--- src/rtl/ref_sec_counter.sv ---
module ref_sec_counter #(
  parameter int REF_HZ = 25_000_000,
  parameter int SHIFT  = 4,
  parameter int DW     = 32,
  parameter int AW     = 2,
  parameter logic [AW-1:0] SEC_ADDR = 0,
  parameter logic [AW-1:0] CYC_ADDR = 1
) (
  input  logic          clk,
  input  logic          rst_n,
  input  logic          ref_tick,
  input  logic [AW-1:0] reg_addr,
  input  logic          reg_wr,
  input  logic [DW-1:0] reg_wdata,
  output logic [DW-1:0] reg_rdata
);
  localparam int QW = DW - SHIFT;
  localparam logic [QW-1:0] LAST_Q = QW'((REF_HZ >> SHIFT) - 1);

  logic [SHIFT-1:0] pre;
  logic [QW-1:0]    cyc_q;
  logic [DW-1:0]    sec_q;

  wire upd  = ref_tick && (&pre);
  wire wrap = upd && (cyc_q == LAST_Q);

  always_ff @(posedge clk) begin
    if (!rst_n) begin
      pre   <= '0;
      cyc_q <= '0;
      sec_q <= '0;
    end else begin
      if (ref_tick) pre <= pre + 1'b1;
      if (upd) cyc_q <= wrap ? '0 : cyc_q + 1'b1;
      if (wrap) sec_q <= sec_q + 1'b1;
    end
  end

  wire [DW-1:0] cyc_val = {cyc_q, {SHIFT{1'b0}}};

  assign reg_rdata = (reg_addr == SEC_ADDR) ? sec_q :
                     (reg_addr == CYC_ADDR) ? cyc_val : '0;

  logic unused_wr;
  assign unused_wr = ^{reg_wr, reg_wdata};
endmodule

--- config.mk ---
export PLATFORM = sky130hd
export DESIGN_NAME = ref_sec_counter
export DESIGN_NICKNAME = d
export VERILOG_FILES = /design/src/rtl/ref_sec_counter.sv
export SDC_FILE = /design/constraint.sdc
export NUM_CORES = 1
export LEC_CHECK = 0
export ABC_AREA = 1
export CAP_MARGIN = 20
export CORE_MARGIN = 2
export CORE_UTILIZATION = 55
export CTS_CLUSTER_DIAMETER = 60
export DETAILED_ROUTE_END_ITERATION = 12
export PLACE_DENSITY_LB_ADDON = 0.08
export SLEW_MARGIN = 20
export SYNTH_ARGS = -nofsm -noshare
export SYNTH_HDL_FRONTEND = slang
export SYNTH_SLANG_ARGS = --single-unit
--- constraint.sdc ---
create_clock -name clk -period 2.8 [get_ports clk]
set_input_delay 0.56 -clock clk [delete_from_list [all_inputs] [get_ports clk]]
set_output_delay 0.56 -clock clk [all_outputs]
set_load 0.01 [all_outputs]
### Yosys cells after proc, flatten, opt, wreduce, memory -nomap -nowiden

Index checks and enable logic that the tools add are counted.

| storage, ports and cells | value |
|---|---|
| register bits | 64 |
| input bits | 38 |
| output and inout port bits | 32 |
| word-level logic and storage cells | 15 |

| cells by class | value |
|---|---|
| add/subtract/negate cells | 3 |
| equal/unequal tests | 2 |
| muxes and demuxes | 3 |
| reductions and logical operators | 4 |

Operator list:

| operator | count |
|---|---|
| two-way mux 32 bit | 2 |
| adder 32 x 1 -> 32 bit (second input constant) | 1 |
| adder 28 x 1 -> 28 bit (second input constant) | 1 |
| equality test 28 x 21 -> 1 bit (second input constant) | 1 |
| two-way mux 28 bit | 1 |
| adder 4 x 1 -> 4 bit (second input constant) | 1 |
| AND reduction 4 bit | 1 |
| equality test 2 x 1 -> 1 bit (second input constant) | 1 |
| logical AND 1 bit | 2 |
| logical NOT 2 bit | 1 |

### Longest topological paths before layout

Gate-level depths: netlist (run 1).

| logic depth | value |
|---|---|
| depth after elaboration | 4 |
| mapped depth | 13 |

### Worst setup path after synthesis (run 1)

OpenSTA, ideal clock, no wires.

| timing path | value |
|---|---|
| kind | in2out |
| start | in reg_addr[0] |
| end | out reg_rdata[13] |
| data arrival time | 1.601 ns |
| path slack | 0.639 ns |
| stages on the path | 5 |
| path buffers | 3 |
| path through | clkbuf_1 or2_2 clkbuf_1 clkbuf_1 o21ai_0 |

| on the way | value |
|---|---|
| cells in the longest elaborated chain, start to end | 3 |
| elaborated cells between the ends (all ways) | 4 |
| those cells by class | eq/ne: 1; mux: 2; reduce/logical: 1 |

RTL lines:

| element | line | RTL |
|---|---|---|
| from (decl) | 12 | `input logic [AW-1:0] reg_addr,` |
| equality test 2 x 1 -> 1 bit | 42 | `(reg_addr == CYC_ADDR) ? cyc_val : '0;` |
| two-way mux 32 bit | 42 |  |
| two-way mux 32 bit * | 41 | `assign reg_rdata = (reg_addr == SEC_ADDR) ? sec_q :` |
| to (decl) | 15 | `output logic [DW-1:0] reg_rdata` |

Mark *: on every way between the ends. The rest lies on a longest branch, timed or not.

### Worst setup path in the final report (run 1)

| timing path | value |
|---|---|
| start | in reg_addr[0] |
| end | out reg_rdata[1] |

| on the way | value |
|---|---|
| cells in the longest elaborated chain, start to end | 2 |

RTL lines:

| element | line |
|---|---|
| logical NOT 2 bit | 41 |
| two-way mux 32 bit | 41 |

Every way passes these cells.

==> results of run 1 <==
## Yosys cell counts, types with 7 or more instances
library cell	count	area share
inv_1	116	0.11
dfxtp_1	64	0.31
xor2_1	7	0.015
nor3_1	11	0.013
nand3_1	54	0.066
clkbuf_1	8	0.0073
nor2_1	137	0.12
nand4_1	20	0.030
nand2_1	190	0.17
o21ai_0	23	0.028
a21oi_1	19	0.023
o22ai_1	22	0.033
## metrics by stage
stage,utilization,setup TNS (ns),hold slack (ns)
6_report,0.664,0,0.482
5_1_grt,0.664,0,0.520
4_1_cts,0.659,0,0.481
3_5_place_dp,0.634,-0.428,0.468
3_3_place_gp,0.634,-0.435,0.449
2_1_floorplan,-,0,0.439
## flip-flops by register name, summed over array words and instances, names as in the netlist
| name | count |
|---|---|
| sec_q | 32 |
| pre | 4 |
| cyc_q | 28 |
## how the worst max path moves through the flow
stage / start / endpoint / slack (ns) / depth (start not counted)
global route: reg_addr[0] / reg_rdata[3] / 0.02 / 5
finish: reg_addr[0] / reg_rdata[1] / 0.07 / 5
detailed placement: reg_addr[0] / reg_rdata[20] / -0.09 / 5
CTS: reg_addr[0] / reg_rdata[12] / 0.003 / 6
global placement: reg_addr[0] / reg_rdata[20] / -0.08 / 5
floorplan: reg_addr[0] / reg_rdata[13] / 0.64 / 5
## final cells by class
class                   instances  area (um^2)
fillers                       715         2440
multi-input cells             507         2290
flip-flops and latches         64         1280
repair buffers                 46          479
inverters                     118          443
clock buffers                  13          159
well taps                      99          124
clock inverters                 3         40.0
## worst max-delay path, delay by kind of cell
| family | cells | cell delay (ns) |
|---|---|---|
| buffers and inverters | 3 | 1.17 |
| AND/OR/NAND/NOR | 2 | 0.43 |
## where the power goes
part	switching [mW]	internal (mW)	leakage (nW)
combinational	0.0447	0.0282	1.62
sequential	0.00266	0.913	0.516
clock	0.369	0.458	0.103
total	0.416	1.40	2.24
## what timing repair did
action,4_1_cts,5_1_grt
endpoints found under the setup margin,15,15
hold buffers,0,0
resized for setup,16,15
## per-layer routing
metal,up-vias,track usage,share of wire
li1,2285,-,-
met1,2052,0.359,0.44
met2,150,0.484,0.48
met3,19,0.0534,0.067
met4,0,0.108,0.017
met5,-,0,0
## cell families after synthesis
| kind of cell | Yosys count | share of synthesized area |
|---|---|---|
| and+or+nand+nor | 430 | 0.442 |
| buffers and inverters | 137 | 0.133 |
| AOI/OAI and AO/OA | 66 | 0.0875 |
| DFF | 64 | 0.311 |
| xor gates and xnor gates | 8 | 0.0170 |
| adders and majority gates | 3 | 0.00912 |
==> run summary, run 1 <==
drc violations - 0
largest net degree at the start of global routing - 33
Synthesized Nets - 749
CP startpoint kind - input pin
CP max stage cell - clkdlybuf4s50_1
Layout Nets - 787
die area - 8190 um^2
Overflow after GRT - 0
RR Endpoint - sec_q[19]
DRT Pass-1 Iters - 6
Relative slew margins - 0.454
Critical Path AT - 2.17 ns
Post-synth EDFFs - 0
maximum clock rate - 366 MHz
R2R Setup Slk - 0.55 ns
io pins - 70
Layout Cells excl Fill - 850
Post-DRT Antenna Nets - 0
Diodes inserted - 0
Critical Path Most Common Cell - clkdlybuf4s50_1
clk_skew - 0.00772 ns
H-tree depth - 3
Worst Path Required - 2.24 ns
period utilization - 0.975
GRT Overall Usage - 0.285
#FFs+latches synth - 64
post-CTS setup buffers - 0
Worst-Margin Slew - 0.818 ns
Min-Delay Startpoint - pre[3]
final instance area - 4810 um^2
final setup violation count - 0
Routed WL per cell - 13.4 um
clk slew on worst S/H paths - 0.07 ns
Sink Count - 64
CTS tree - yes
slowest stage delay, CP - 0.54 ns
max-cap violations - 0
RePlAce Congestion - 0.898
Core ar. - 7250 um^2
reg2reg start - cyc_q[1]
via count of the first global-routing pass - 4,157
Synth-to-Final Area Change - 16.9%
most frequent cells in the layout - 190 x nand2_1, 137 x nor2_1, 116 x inv_1
Setup CP Type - in -> out
post-route setup slack - 0.0689 ns
Power Density - 377 nW/um^2
dpl cell area - 4600 um^2
RSZ-0062 raised after global routing - false
hold path depth - 2
site row count - 31
first-pass GRT wire length - 19,100 um
initial antenna violation count - 0
final critical-path required period - 2.73 ns
Final Max Tran Viols - 0
yosys warns - 0
CP endpoint kind - primary output
later-pin clock latency in the skew report - 0.35 ns
Primary FF master, synth - dfxtp_1
cts bufs inserted - 9
sequential area share after synthesis - 0.311
Max Fanout on Critical Path - 32
Pwr Total - 1.82 mW
Endpoint, Worst Hold - pre[3]
DR vias - 4,506
CTS root buf - clkbuf_8
Initial Utilization - 0.568
synth unique cells - 27
VDD IR max - 0.000216 V
most common cell after layout, fill and taps aside - nand2_1
Port-buffer cells - 36
pre-CTS setup slack - -0.0894 ns
Static Leak - 2.24 nW
worst path cell trace - clkdlybuf4s50_1 > or2_2 > buf_12 > nor2_1 > clkdlybuf4s50_1
ys async rst share - 0
placed cell count - 834
Hold WC Path Type - reg -> reg
final wirelength - 11,400 um
placed wire-length estimate - 8620 um
Synth Area per Inst - 5.82 um^2
vias per inst - 5.30
die height - 90.5 um
die width - 90.5 um
Gate Count Post-Synth - 708
share of layout cells above drive strength 1 - 0.0533
outcome - complete, no violations
Max Root-Sink Buffers - 2
Final Hold Fails - 0
Mapped Area - 4120 um^2
R2R cell count - 10
DRT iter0 DRCs - 265
Note: power is estimated with default switching activity, not from simulation.
==> run 2: changes to the inputs <==
CORE_UTILIZATION = 40   (was 55)
GPL_TIMING_DRIVEN = 0   (was default)
REMOVE_ABC_BUFFERS = 1   (was default)
==> run 2 against run 1 <==
Net effect:
- critical path depth decreased by 1
- sequential share of layout area decreased by 0.14 points
- design area is 0.52% higher
- power increased by 3.8%
- via count fell by 3.6%
- global-route usage down 6.2 points
- die area rose by 36%
- register-to-register slack worse by 0.10 ns
- critical path type unchanged
- worst setup slack about the same
- sequential cell count unchanged
- first-iteration DRC count is 23% lower
- clock skew grew 0.00093 ns
==> run summary, run 2 (synthesis results as in run 1) <==
CTS root buf - clkbuf_8
first-pass GRT wire length - 19,800 um (+3.7%)
slowest stage delay, CP - 0.58 ns (+0.04 ns)
final wirelength - 12,000 um (+5.5%)
Relative slew margins - 0.416 (-0.0378)
Max Root-Sink Buffers - 2 (unchanged)
Layout Nets - 779 (-1.0%)
Sink Count - 64 (unchanged)
CP startpoint kind - input pin
placed wire-length estimate - 8750 um (+1.6%)
Pwr Total - 1.88 mW (+3.8%)
max FFs per register - 32 (unchanged)
worst path cell trace - dlygate4sd2_1 > or2_4 > o22ai_1 > clkdlybuf4s50_1
outcome - complete, no violations
die height - 105 um (+16%)
cts bufs inserted - 9 (unchanged)
Min-Delay Startpoint - pre[3]
R2R cell count - 9 (-1)
utilization after layout - 0.477 (-0.186)
CP max stage cell - clkdlybuf4s50_1
max layer used - met4
Hold WC Path Type - reg -> reg
GRT Overall Usage - 0.224 (-0.0616)
final critical-path required period - 2.73 ns (-0.000393 ns)
VDD IR max - 0.000335 V (+55%)
vias per inst - 4.94 (-6.8%)
RePlAce Congestion - 0.857 (-4.6%)
maximum clock rate - 366 MHz (about the same)
final setup violation count - 0 (unchanged)
Fill cells - 1,104 (+54%)
Met3 Routed Length - 530 um (-30%)
Max Fanout on Critical Path - 16 (-50%)
R2R Setup Slk - 0.45 ns (-0.10 ns)
Synth-to-Final Area Change - 17.5%
RR Endpoint - sec_q[22]
Setup CP Type - in -> out
Critical Path AT - 2.17 ns (about the same)
Largest Register - sec_q
DRT iter0 DRCs - 205 (-23%)
period utilization - 0.975 (about the same)
H-tree depth - 3 (unchanged)
Worst Path Required - 2.24 ns (about the same)
Final Max Tran Viols - 0 (unchanged)
Overflow after GRT - 0 (unchanged)
site row count - 37 (+19%)
Endpoint, Worst Hold - pre[3]
wl on met1 - 5580 um (+12%)
CTS tree - yes
RSZ-0062 raised after global routing - false
die area - 11,100 um^2 (+36%)
die width - 105 um (+16%)
area of the multi-input gates - 2370 um^2 (+3.7%)
largest net degree at the start of global routing - 39 (+18%)
max-cap violations - 0 (unchanged)
via count of the first global-routing pass - 4,096 (-1.5%)
# hold bufs at CTS - 0 (unchanged)
hold path depth - 2 (unchanged)
clk_skew - 0.00865 ns (+0.000929 ns)
io pins - 70 (unchanged)
CP endpoint kind - primary output
most common cell after layout, fill and taps aside - nand2_1
Final Hold Fails - 0 (unchanged)
Initial Utilization - 0.406 (-0.162)
met2 routed wirelength - 5750 um (+5.9%)
Core ar. - 10,100 um^2 (+40%)
later-pin clock latency in the skew report - 0.36 ns (about the same)
Port-buffer cells - 36 (unchanged)
post-CTS setup buffers - 0 (unchanged)
Reg area - 1280 um^2 (unchanged)
Diodes inserted - 0 (unchanged)
worst hold slack - 0.473 ns (-0.00884 ns)
DRT Pass-1 Iters - 5 (-1)
Routed WL per cell - 13.7 um (+2.0%)
share of layout cells above drive strength 1 - 0.0565 (+0.00327)
initial antenna violation count - 0 (unchanged)
most frequent cells in the layout - 189 x nand2_1, 137 x nor2_1, 115 x inv_1
Static Leak - 1.85 nW (-17%)
Power Density - 389 nW/um^2 (+3.2%)
drc violations - 0 (unchanged)
Post-DRT Antenna Nets - 0 (unchanged)
reg2reg start - cyc_q[1]
Top Registers - sec_q (32), cyc_q (28), pre (4)
Worst-Margin Slew - 0.875 ns (+0.0567 ns)
final setup TNS - 0 ns (unchanged)
DR vias - 4,345 (-3.6%)
clk slew on worst S/H paths - 0.06 ns (about the same)
## run 2: stage by stage
step	cells	cell area [um^2]	worst slack, ns
after floorplan	689	4010	0.884
after global placement	861	4540	-0.536
after detailed placement	861	4540	-0.556
after CTS	878	4770	-0.0404
after global routing	879	4840	0.0484
final	879	4840	0.0693
## run 2: where the power goes
group          switching [mW]  internal [mW]
registers             0.00278          0.913
clock network           0.374          0.526
logic                  0.0485         0.0192
total                   0.426           1.46
## run 2: per-layer routing
layer  global-route usage  vias to the layer above
li1                     -                     2271
met1                0.284                     1979
met2                0.381                       83
met3               0.0482                       12
met4               0.0638                        0
met5                    0                        -
## run 2: final cells by class
class | count | share of cell area
clock buffer | 13 | 0.0308
clock inverter | 3 | 0.0134
inverter | 118 | 0.0920
multi-input combinational | 509 | 0.490
sequential | 64 | 0.265
tap | 136 | 0.0352
timing repair buffer | 36 | 0.0737
## run 2: how the worst max path moves through the flow
| stage | startpoint | endpoint |
|---|---|---|
| final | reg_addr[0] | reg_rdata[19] |
| after global routing | reg_addr[0] | reg_rdata[13] |
| after CTS | reg_addr[1] | reg_rdata[18] |
| after detailed placement | rst_n | cyc_q[15] |
| after global placement | rst_n | cyc_q[15] |
| after floorplan | reg_addr[0] | reg_rdata[13] |
## run 2: repair_timing
action / in CTS / in global routing
endpoints found under the hold margin: 0 / 0
endpoints found under the setup margin: 51 / 43
gates cloned: 1 / 1
pin swaps: 1 / 2
gates resized for setup: 7 / 13
## run 2: critical path: cells and delay by family
family	cells	cell delay, ns
simple gates	1	0.42
compound gates	1	0.21
buf+inv	2	0.98
